[src/rtl/rx_delay_accum.sv]
module rx_delay_accum #(
  parameter int CW        = 4,
  parameter int CASW      = 4,
  parameter int FAST_TAPS = 9,
  parameter int FAST_FINE = 8,
  parameter int SLOW_TAPS = 12,
  parameter int SLOW_FINE = 1,
  localparam int TMAX = (FAST_TAPS > SLOW_TAPS) ? FAST_TAPS : SLOW_TAPS,
  localparam int PMAX = (FAST_FINE > SLOW_FINE) ? FAST_FINE : SLOW_FINE,
  localparam int TW   = (TMAX > 2) ? $clog2(TMAX) : 1,
  localparam int FW   = (PMAX > 2) ? $clog2(PMAX) : 1
) (
  input  logic            clk,
  input  logic            rst_n,
  input  logic            fast_mode,
  input  logic            load,
  input  logic [CASW-1:0] cas_lat,
  input  logic            cmd_valid,
  input  logic [2:0]      cmd_op,
  output logic            cmd_ready,
  output logic            busy,
  output logic            out_valid,
  output logic [CW-1:0]   coarse,
  output logic [1:0]      phase,
  output logic [TW-1:0]   tap,
  output logic [FW-1:0]   fine,
  output logic            err
);
  localparam int WW = 8;
  localparam int CMAX = (1 << CW) - 1;
  localparam logic signed [WW-1:0] ZERO = '0;
  localparam logic signed [WW-1:0] ONE  = WW'(1);
  localparam logic signed [WW-1:0] TWO  = WW'(2);
  localparam logic signed [WW-1:0] FOUR = WW'(4);
  localparam logic signed [WW-1:0] CLIM = WW'(CMAX);

  logic signed [WW-1:0] c_q, h_q, t_q, f_q;
  logic                 mode_q, err_q;

  logic signed [WW-1:0] tb, pb, qt, qf;
  assign tb = mode_q ? WW'(FAST_TAPS) : WW'(SLOW_TAPS);
  assign pb = mode_q ? WW'(FAST_FINE) : WW'(SLOW_FINE);
  assign qt = tb >>> 1;
  assign qf = tb[0] ? (pb >>> 1) : ZERO;

  logic f_lo, f_hi, t_lo, t_hi, h_lo, h_hi, c_bad;
  assign f_lo  = f_q < ZERO;
  assign f_hi  = f_q >= pb;
  assign t_lo  = t_q < ZERO;
  assign t_hi  = t_q >= tb;
  assign h_lo  = h_q < ZERO;
  assign h_hi  = h_q >= FOUR;
  assign c_bad = (c_q < ZERO) || (c_q > CLIM);

  assign busy      = f_lo | f_hi | t_lo | t_hi | h_lo | h_hi;
  assign out_valid = ~busy;
  assign err       = err_q | (~busy & c_bad);
  assign cmd_ready = ~busy & ~err;

  logic take;
  assign take = cmd_valid & cmd_ready;

  logic signed [WW-1:0] f_nrm, t_nrm, h_nrm, c_nrm;
  assign f_nrm = f_q + (f_lo ? pb : ZERO) - (f_hi ? pb : ZERO);
  assign t_nrm = t_q + (f_hi ? ONE : ZERO) - (f_lo ? ONE : ZERO)
                     + (t_lo ? tb : ZERO) - (t_hi ? tb : ZERO);
  assign h_nrm = h_q + (t_hi ? TWO : ZERO) - (t_lo ? TWO : ZERO)
                     + (h_lo ? FOUR : ZERO) - (h_hi ? FOUR : ZERO);
  assign c_nrm = c_q + (h_hi ? ONE : ZERO) - (h_lo ? ONE : ZERO);

  logic signed [WW-1:0] dc, dh, dt, df;
  always_comb begin
    dc = ZERO; dh = ZERO; dt = ZERO; df = ZERO;
    case (cmd_op)
      3'd0: dc = -ONE;
      3'd1: dh = -TWO;
      3'd2: begin dt = qt;  df = qf;  end
      3'd3: begin dt = -qt; df = -qf; end
      3'd4: df = ONE;
      3'd5: dt = TWO;
      default: ;
    endcase
  end

  always_ff @(posedge clk) begin
    if (!rst_n) begin
      c_q <= ZERO; h_q <= ZERO; t_q <= ZERO; f_q <= ZERO;
      mode_q <= 1'b0; err_q <= 1'b0;
    end else if (load) begin
      c_q <= $signed(WW'(cas_lat)) + ONE;
      h_q <= ZERO; t_q <= ZERO; f_q <= ZERO;
      mode_q <= fast_mode;
      err_q  <= 1'b0;
    end else begin
      err_q <= err;
      if (busy) begin
        c_q <= c_nrm; h_q <= h_nrm; t_q <= t_nrm; f_q <= f_nrm;
      end else if (take) begin
        c_q <= c_q + dc; h_q <= h_q + dh; t_q <= t_q + dt; f_q <= f_q + df;
      end
    end
  end

  assign coarse = c_q[CW-1:0];
  assign phase  = h_q[1:0];
  assign tap    = t_q[TW-1:0];
  assign fine   = f_q[FW-1:0];

  a_r3_phase_even: assert property (@(posedge clk) disable iff (!rst_n)
    out_valid |-> (h_q[0] == 1'b0));

  a_r2_load: assert property (@(posedge clk) disable iff (!rst_n)
    load |=> (c_q == $signed(WW'($past(cas_lat))) + ONE) && h_q == ZERO
             && t_q == ZERO && f_q == ZERO && !err_q);

  a_r7_progress: assert property (@(posedge clk) disable iff (!rst_n)
    (busy && !load) |=> !$stable({c_q, h_q, t_q, f_q}));

  a_r8_hold: assert property (@(posedge clk) disable iff (!rst_n)
    (!busy && !take && !load) |=> $stable({c_q, h_q, t_q, f_q}));

  a_r9_sticky: assert property (@(posedge clk) disable iff (!rst_n)
    (err && !load) |=> err);

  a_r6_coarse_step: assert property (@(posedge clk) disable iff (!rst_n)
    (busy && !load) |=> (c_q - $past(c_q) <= ONE) && ($past(c_q) - c_q <= ONE));
endmodule

[config.mk]
export PLATFORM = sky130hd
export DESIGN_NAME = rx_delay_accum
export DESIGN_NICKNAME = d
export VERILOG_FILES = /design/src/rtl/rx_delay_accum.sv
export SDC_FILE = /design/constraint.sdc
export NUM_CORES = 1
export LEC_CHECK = 0
export BUFFER_PORTS_ARGS = -buffer_cell sky130_fd_sc_hd__buf_2
export CORE_ASPECT_RATIO = 2
export CORE_MARGIN = 3
export CORE_UTILIZATION = 57
export DETAILED_ROUTE_END_ITERATION = 10
export HOLD_SLACK_MARGIN = 0.03
export PLACE_DENSITY_LB_ADDON = 0.08
export SYNTH_ARGS = -nofsm -noshare
export SYNTH_HDL_FRONTEND = slang
export SYNTH_SLANG_ARGS = --single-unit
[constraint.sdc]
create_clock -name clk -period 3.9 [get_ports clk]
set_input_delay 0.195 -clock clk [delete_from_list [all_inputs] [get_ports clk]]
set_output_delay 0.195 -clock clk [all_outputs]
set_load 0.02 [all_outputs]
==> impl_metrics.env, run 1 <==
export IMPL_status="completed"
export IMPL_drcViolationCount=0
export IMPL_finalSetupTns_ns=0
export IMPL_rrSetupSlack_ns=0.21
export IMPL_grt_ovfl_total=0
export IMPL_synth_top_flop_cell="dfxtp_1"
export IMPL_critical_path_class="register to register"
export IMPL_holdCritPathClass="input pin to register"
export IMPL_cp_start_kind="register"
export IMPL_n_antenna_cell=0
export IMPL_start_util=0.594
export IMPL_drt_vias_per_instance=5.96
export IMPL_cp_max_fo=4
export IMPL_drt_iter0_drc=203
export IMPL_hpwl_um=8630
export IMPL_cts_tree="built"
export IMPL_fin_cells=684
export IMPL_netlist_top_cells_area="ha_1 23%, dfxtp_1 15%, inv_1 6.1%"
export IMPL_grt_use_met1=0.258
export IMPL_clk_latency_ns=0.29
export IMPL_wl_per_cell_um=16.6
export IMPL_first_global_vias=4195
export IMPL_ys_types=61
export IMPL_drv_slew=0
export IMPL_dieHeight_um=132
export IMPL_fin_crit_ns=3.69
export IMPL_grt_pass1_wl_um=18800
export IMPL_die_area_um2=9160
export IMPL_fin_crit_sh=0.946
export IMPL_end_kind="register"
export IMPL_area_growth_pct=9.40
export IMPL_synth_area_um2=4550
export IMPL_setup_viol=0
export IMPL_cts_path_max_buffers=2
export IMPL_crit_end="t_q[5]"
export IMPL_r2r_cells=18
export IMPL_cts_num_sinks=34
export IMPL_synth_common_cells="82 x ha_1, 74 x inv_1, 40 x nand2_1"
export IMPL_syn_inst=563
export IMPL_dr_pass1_iters=4
export IMPL_grt_antenna_before_repair=0
export IMPL_num_vias=4074
export IMPL_grt_max_degree=36
export IMPL_r2r_start="t_q[0]"
export IMPL_ios=29
export IMPL_wl_um=11400
export IMPL_crit_top_cell="inv_1"
export IMPL_slowest_delay_ns=0.47
export IMPL_yosysTopAreaCell="ha_1"
export IMPL_required_ns=4.10
export IMPL_portBuffers=28
export IMPL_max_cap_viol_count=0
export IMPL_ys_warn_count=0
export IMPL_ys_seq_area_frac=0.150
export IMPL_core_area_um2=7660
export IMPL_cts_buffers=5
export IMPL_synth_top_area_frac=0.225
export IMPL_critPathLaunch="t_q[0]"
export IMPL_hold_viol=0
export IMPL_yosysMostFrequentCell="ha_1"
export IMPL_cts_root_buf="clkbuf_16"
export IMPL_chipWidth_um=69.2
export IMPL_async_reset_ff_frac=0
export IMPL_worstPathBufferInverterCount=4
export IMPL_grt_use_met2=0.484
export IMPL_cp_slowest_cell="or4b_1"
export IMPL_met3_usage=0.0313
export IMPL_worstMarginPinSlew_ns=0.899
export IMPL_dp_cells=673
export IMPL_nNetsFinal=694
export IMPL_max_clock_freq_ghz=0.271
export IMPL_critPathTopFamily="adder cells"
export IMPL_rows=45
export IMPL_rr_endpoint="t_q[5]"
export IMPL_gp_congestion=0.857
export IMPL_synth_edf_count=0
export IMPL_finClkSkew_ns=0.00396
export IMPL_cp_arrival_ns=3.90
export IMPL_ant_nets=0
export IMPL_grt_busiest_layer="met2"
export IMPL_path_cells="inv_1 -> ha_1 -> nand4b_1 -> or4b_1 -> o311a_4 -> nand2_2 -> fa_1 -> inv_1 -> fa_1 -> inv_1 -> ha_2 -> fa_2 -> a21o_1 -> a21oi_2 -> buf_4 -> xnor2_1 -> nand2_1 -> a21oi_1"
export IMPL_ys_seq_elements=34
export IMPL_clk_pin_slew_ns=0.05
export IMPL_synth_area_per_cell_um2=8.08
export IMPL_slew_headroom=0.401
export IMPL_h_tree_depth=2
export IMPL_crit_cells=18
export IMPL_grtUsageTotal=0.250
export IMPL_layout_drive_gt1_share=0.132
export IMPL_synthesis_nets=668
## layout make-up
type                            count  area, um2
Clock buffer                        7        133
Clock inverter                      1       30.0
Fill cell                         699       2680
Inverter                           76        290
Multi-Input combinational cell    423       3430
Sequential cell                    34        683
Tap cell                           94        118
Timing Repair Buffer               49        298
## layer usage
layer  routed length, um  part of all wire
met1                4350              0.38
met2                6380              0.56
met3                 339             0.030
met4                 289             0.025
met5                   0                 0
## metrics by stage
stage,setup WS [ns],hold slack (ns),util,cell area [um2]
floorplan,0.0688,0.323,-,4550
global placement,0.137,0.494,0.621,4750
detailed placement,0.0329,0.507,0.621,4750
CTS,0.0143,0.215,0.642,4910
global route,-0.0114,0.227,0.650,4980
finish,0.209,0.223,0.650,4980
## registers in the layout (all words and copies together), names as in the netlist
signal,flops
t_q,8
err_q,1
mode_q,1
f_q,8
c_q,8
h_q,8
## cell families after synthesis
family / synth area share
fa+ha+maj: 0.274
flops: 0.150
compound gates: 0.233
mux: 0.0113
buf+inv: 0.106
xor+xnor: 0.0731
simple gates: 0.153
## worst register-to-register path, cell delays in order, from the launching register on
cell and delay (ns):
dfxtp_2 0.33, inv_1 0.07, ha_1 0.29, nand4b_1 0.13
or4b_1 0.47, o311a_4 0.17, nand2_2 0.08, fa_1 0.41
inv_1 0.09, fa_1 0.16, inv_1 0.04, ha_2 0.18
fa_2 0.36, a21o_1 0.17, a21oi_2 0.18, buf_4 0.14
xnor2_1 0.11, nand2_1 0.07, a21oi_1 0.14
## layout by cell type, fill, tap and decap left out, types with 19 or more instances in the layout
cell type and n:
ha_1 81, inv_1 74, nand2_1 39, dfxtp_1 32, nor2_1 30, a21oi_1 29, buf_2 28, xnor2_1 24
a211oi_1 22, buf_4 21, o21ai_0 19
## worst min-delay path by stage
stage	from	to	slack (ns)	cells after the start
finish	rst_n	c_q[1]	0.22	2
global route	rst_n	c_q[1]	0.23	2
CTS	rst_n	c_q[1]	0.22	2
detailed placement	t_q[0]	t_q[0]	0.51	2
global placement	t_q[0]	t_q[0]	0.49	2
floorplan	rst_n	mode_q	0.32	1
## repair_timing
item,CTS,global route
setup endpoints to repair,0,6
hold buffers,0,0
gates resized for setup,0,12
buffers inserted,0,3
Power of run 1 is left out: the tool's default activity adds up to more than one toggle a clock period on the data nets, which glitch-free logic cannot reach.
==> run 2, diff against run 1 <==
--- a/config.mk
+++ b/config.mk
@@ -8,7 +8,7 @@
 export BUFFER_PORTS_ARGS = -buffer_cell sky130_fd_sc_hd__buf_2
 export CORE_ASPECT_RATIO = 2
 export CORE_MARGIN = 3
-export CORE_UTILIZATION = 57
+export CORE_UTILIZATION = 63
 export DETAILED_ROUTE_END_ITERATION = 10
 export HOLD_SLACK_MARGIN = 0.03
 export PLACE_DENSITY_LB_ADDON = 0.08
==> constraint.sdc (replaced) <==
create_clock -name clk -period 3.45 [get_ports clk]
set_input_delay 0.1725 -clock clk [delete_from_list [all_inputs] [get_ports clk]]
set_output_delay 0.1725 -clock clk [all_outputs]
set_load 0.02 [all_outputs]
==> run 2 against run 1 <==
The run now ends with setup timing left; critical path depth is 1 lower; sequential cell count stayed put; utilization grew 14 points; sequential share of layout area down 1.3 points; fmax rose by 4.4%; clock skew grew 0.0032 ns; final area up 11%; clock-buffer cell count down 2; critical endpoint unchanged.
==> impl_metrics.env, run 2 (same netlist as run 1, synthesis figures left out) <==
export IMPL_status="finished with violations"
export IMPL_violations="setup timing"
export IMPL_slowest_delay_ns=0.42
export IMPL_final_common_cell="ha_1"
export IMPL_grtUsageTotal=0.304
export IMPL_hold_viol=0
export IMPL_holdCritPathClass="input pin to register"
export IMPL_dp_cells=697
export IMPL_fillers=499
export IMPL_path_cells="ha_4 -> nor3b_1 -> nor2_1 -> o311a_4 -> nand2_2 -> fa_1 -> inv_2 -> fa_2 -> inv_2 -> ha_4 -> fa_2 -> a21o_1 -> a21oi_2 -> buf_4 -> xnor2_2 -> nand2_1 -> a21oi_1"
export IMPL_drcViolationCount=0
export IMPL_start_util=0.651
export IMPL_num_vias=4275
export IMPL_fin_cells=713
export IMPL_layout_drive_gt1_share=0.247
export IMPL_cts_hold_buf=0
export IMPL_fin_crit_sh=1.02
export IMPL_wl_per_cell_um=17.4
export IMPL_critPathTopFamily="adder cells"
export IMPL_mostFrequentLayoutCells="70 x ha_1, 64 x inv_1, 54 x buf_4"
export IMPL_h_tree_depth=2
export IMPL_drt_vias_per_instance=6.00
export IMPL_slew_headroom=0.655
export IMPL_n_antenna_cell=0
export IMPL_worstMarginPinSlew_ns=0.511
export IMPL_worstPathBufferInverterCount=3
export IMPL_cts_path_max_buffers=2
export IMPL_nNetsFinal=727
export IMPL_multi_input_comb_area_um2=3690
export IMPL_wl_um=12400
export IMPL_grt_max_degree=36
export IMPL_cts_tree="built"
export IMPL_first_global_vias=4438
export IMPL_ant_nets=0
export IMPL_required_ns=3.67
export IMPL_setup_slack_ns=-0.0841
export IMPL_cts_buffers=5
export IMPL_end_kind="register"
export IMPL_max_clock_freq_ghz=0.283
export IMPL_grt_pass1_wl_um=19900
export IMPL_area_growth_pct=21.0
export IMPL_critical_path_class="register to register"
export IMPL_die_area_um2=8340
export IMPL_cp_max_fo=5
export IMPL_grt_ovfl_total=0
export IMPL_chipWidth_um=66.1
export IMPL_fin_crit_ns=3.53
export IMPL_cts_root_buf="clkbuf_16"
export IMPL_clk_latency_ns=0.30
export IMPL_max_cap_viol_count=0
export IMPL_dieHeight_um=126
export IMPL_cts_num_sinks=34
export IMPL_ios=29
export IMPL_drt_iter0_drc=236
export IMPL_cp_slowest_cell="fa_1"
export IMPL_rsz0062_at_grt="true"
export IMPL_core_area_um2=6990
export IMPL_portBuffers=28
export IMPL_clk_pin_slew_ns=0.06
export IMPL_drv_slew=0
export IMPL_setup_viol=3
export IMPL_rows=43
export IMPL_cp_arrival_ns=3.76
export IMPL_gp_congestion=0.812
export IMPL_cp_start_kind="register"
export IMPL_hpwl_um=8960
export IMPL_grt_antenna_before_repair=0
export IMPL_regArea_um2=687
export IMPL_finClkSkew_ns=0.00720
export IMPL_dr_pass1_iters=4
run 2: changes by cell type in the layout (fill, tap and decap cells not counted), sizes merged:
cell    change
bufinv      +1
clkbuf      -2
buf        +33
clkinv      +1
run 2: repair_timing:
item | 4_1_cts | 5_1_grt
pin swaps | 19 | 29
gates cloned | 0 | 0
gates resized for setup | 23 | 32
buffers inserted | 5 | 4
endpoints found under the setup margin | 7 | 12
run 2: worst paths after layout:
kind | startpoint | end | slack (ns) | cells past startpoint
max | mode_q | t_q[5] | -0.08 | 17
min | rst_n | c_q[1] | 0.18 | 2
max reg2reg | mode_q | t_q[5] | -0.08 | 17
min reg2reg | h_q[0] | h_q[0] | 0.53 | 2
run 2: routing by layer:
| layer | wire length, um | vias to the layer above | part of all wire | track usage |
|---|---|---|---|---|
| met2 | 6730 | 124 | 0.54 | 0.558 |
| met4 | 543 | 0 | 0.044 | 0.160 |
| met3 | 444 | 38 | 0.036 | 0.0410 |
| met5 | 0 | - | 0 | 0 |
| li1 | - | 2092 | - | - |
| met1 | 4710 | 2021 | 0.38 | 0.320 |
run 2: per-stage QoR:
step                      utilization  cell area (um2)  hold slack, ns  setup WS [ns]  setup TNS, ns
after detailed placement        0.716             5010           0.476         -0.155         -0.374
after floorplan                     -             4610           0.301         0.0208              0
after global routing            0.787             5510           0.190         -0.235         -0.948
after CTS                       0.762             5330           0.171         -0.120         -0.194
final                           0.787             5510           0.178        -0.0841         -0.208
after global placement          0.716             5010           0.466        -0.0729        -0.0732
run 2: worst reg2reg max path: stages (launching register included):
cell	delay (ns)
dfxtp_4	0.37
ha_4	0.17
nor3b_1	0.34
nor2_1	0.12
o311a_4	0.39
nand2_2	0.08
fa_1	0.42
inv_2	0.07
fa_2	0.18
inv_2	0.04
ha_4	0.15
fa_2	0.34
a21o_1	0.18
a21oi_2	0.16
buf_4	0.15
xnor2_2	0.11
nand2_1	0.07
a21oi_1	0.11
run 2: final cells by class:
| cell class | instances | share of cell area |
|---|---|---|
| Multi-Input combinational cell | 423 | 0.670 |
| Sequential cell | 34 | 0.125 |
| Timing Repair Buffer | 82 | 0.0990 |
| Inverter | 76 | 0.0561 |
| Clock buffer | 5 | 0.0227 |
| Tap cell | 90 | 0.0204 |
| Clock inverter | 3 | 0.00727 |
Power of run 2 is left out for the same reason.
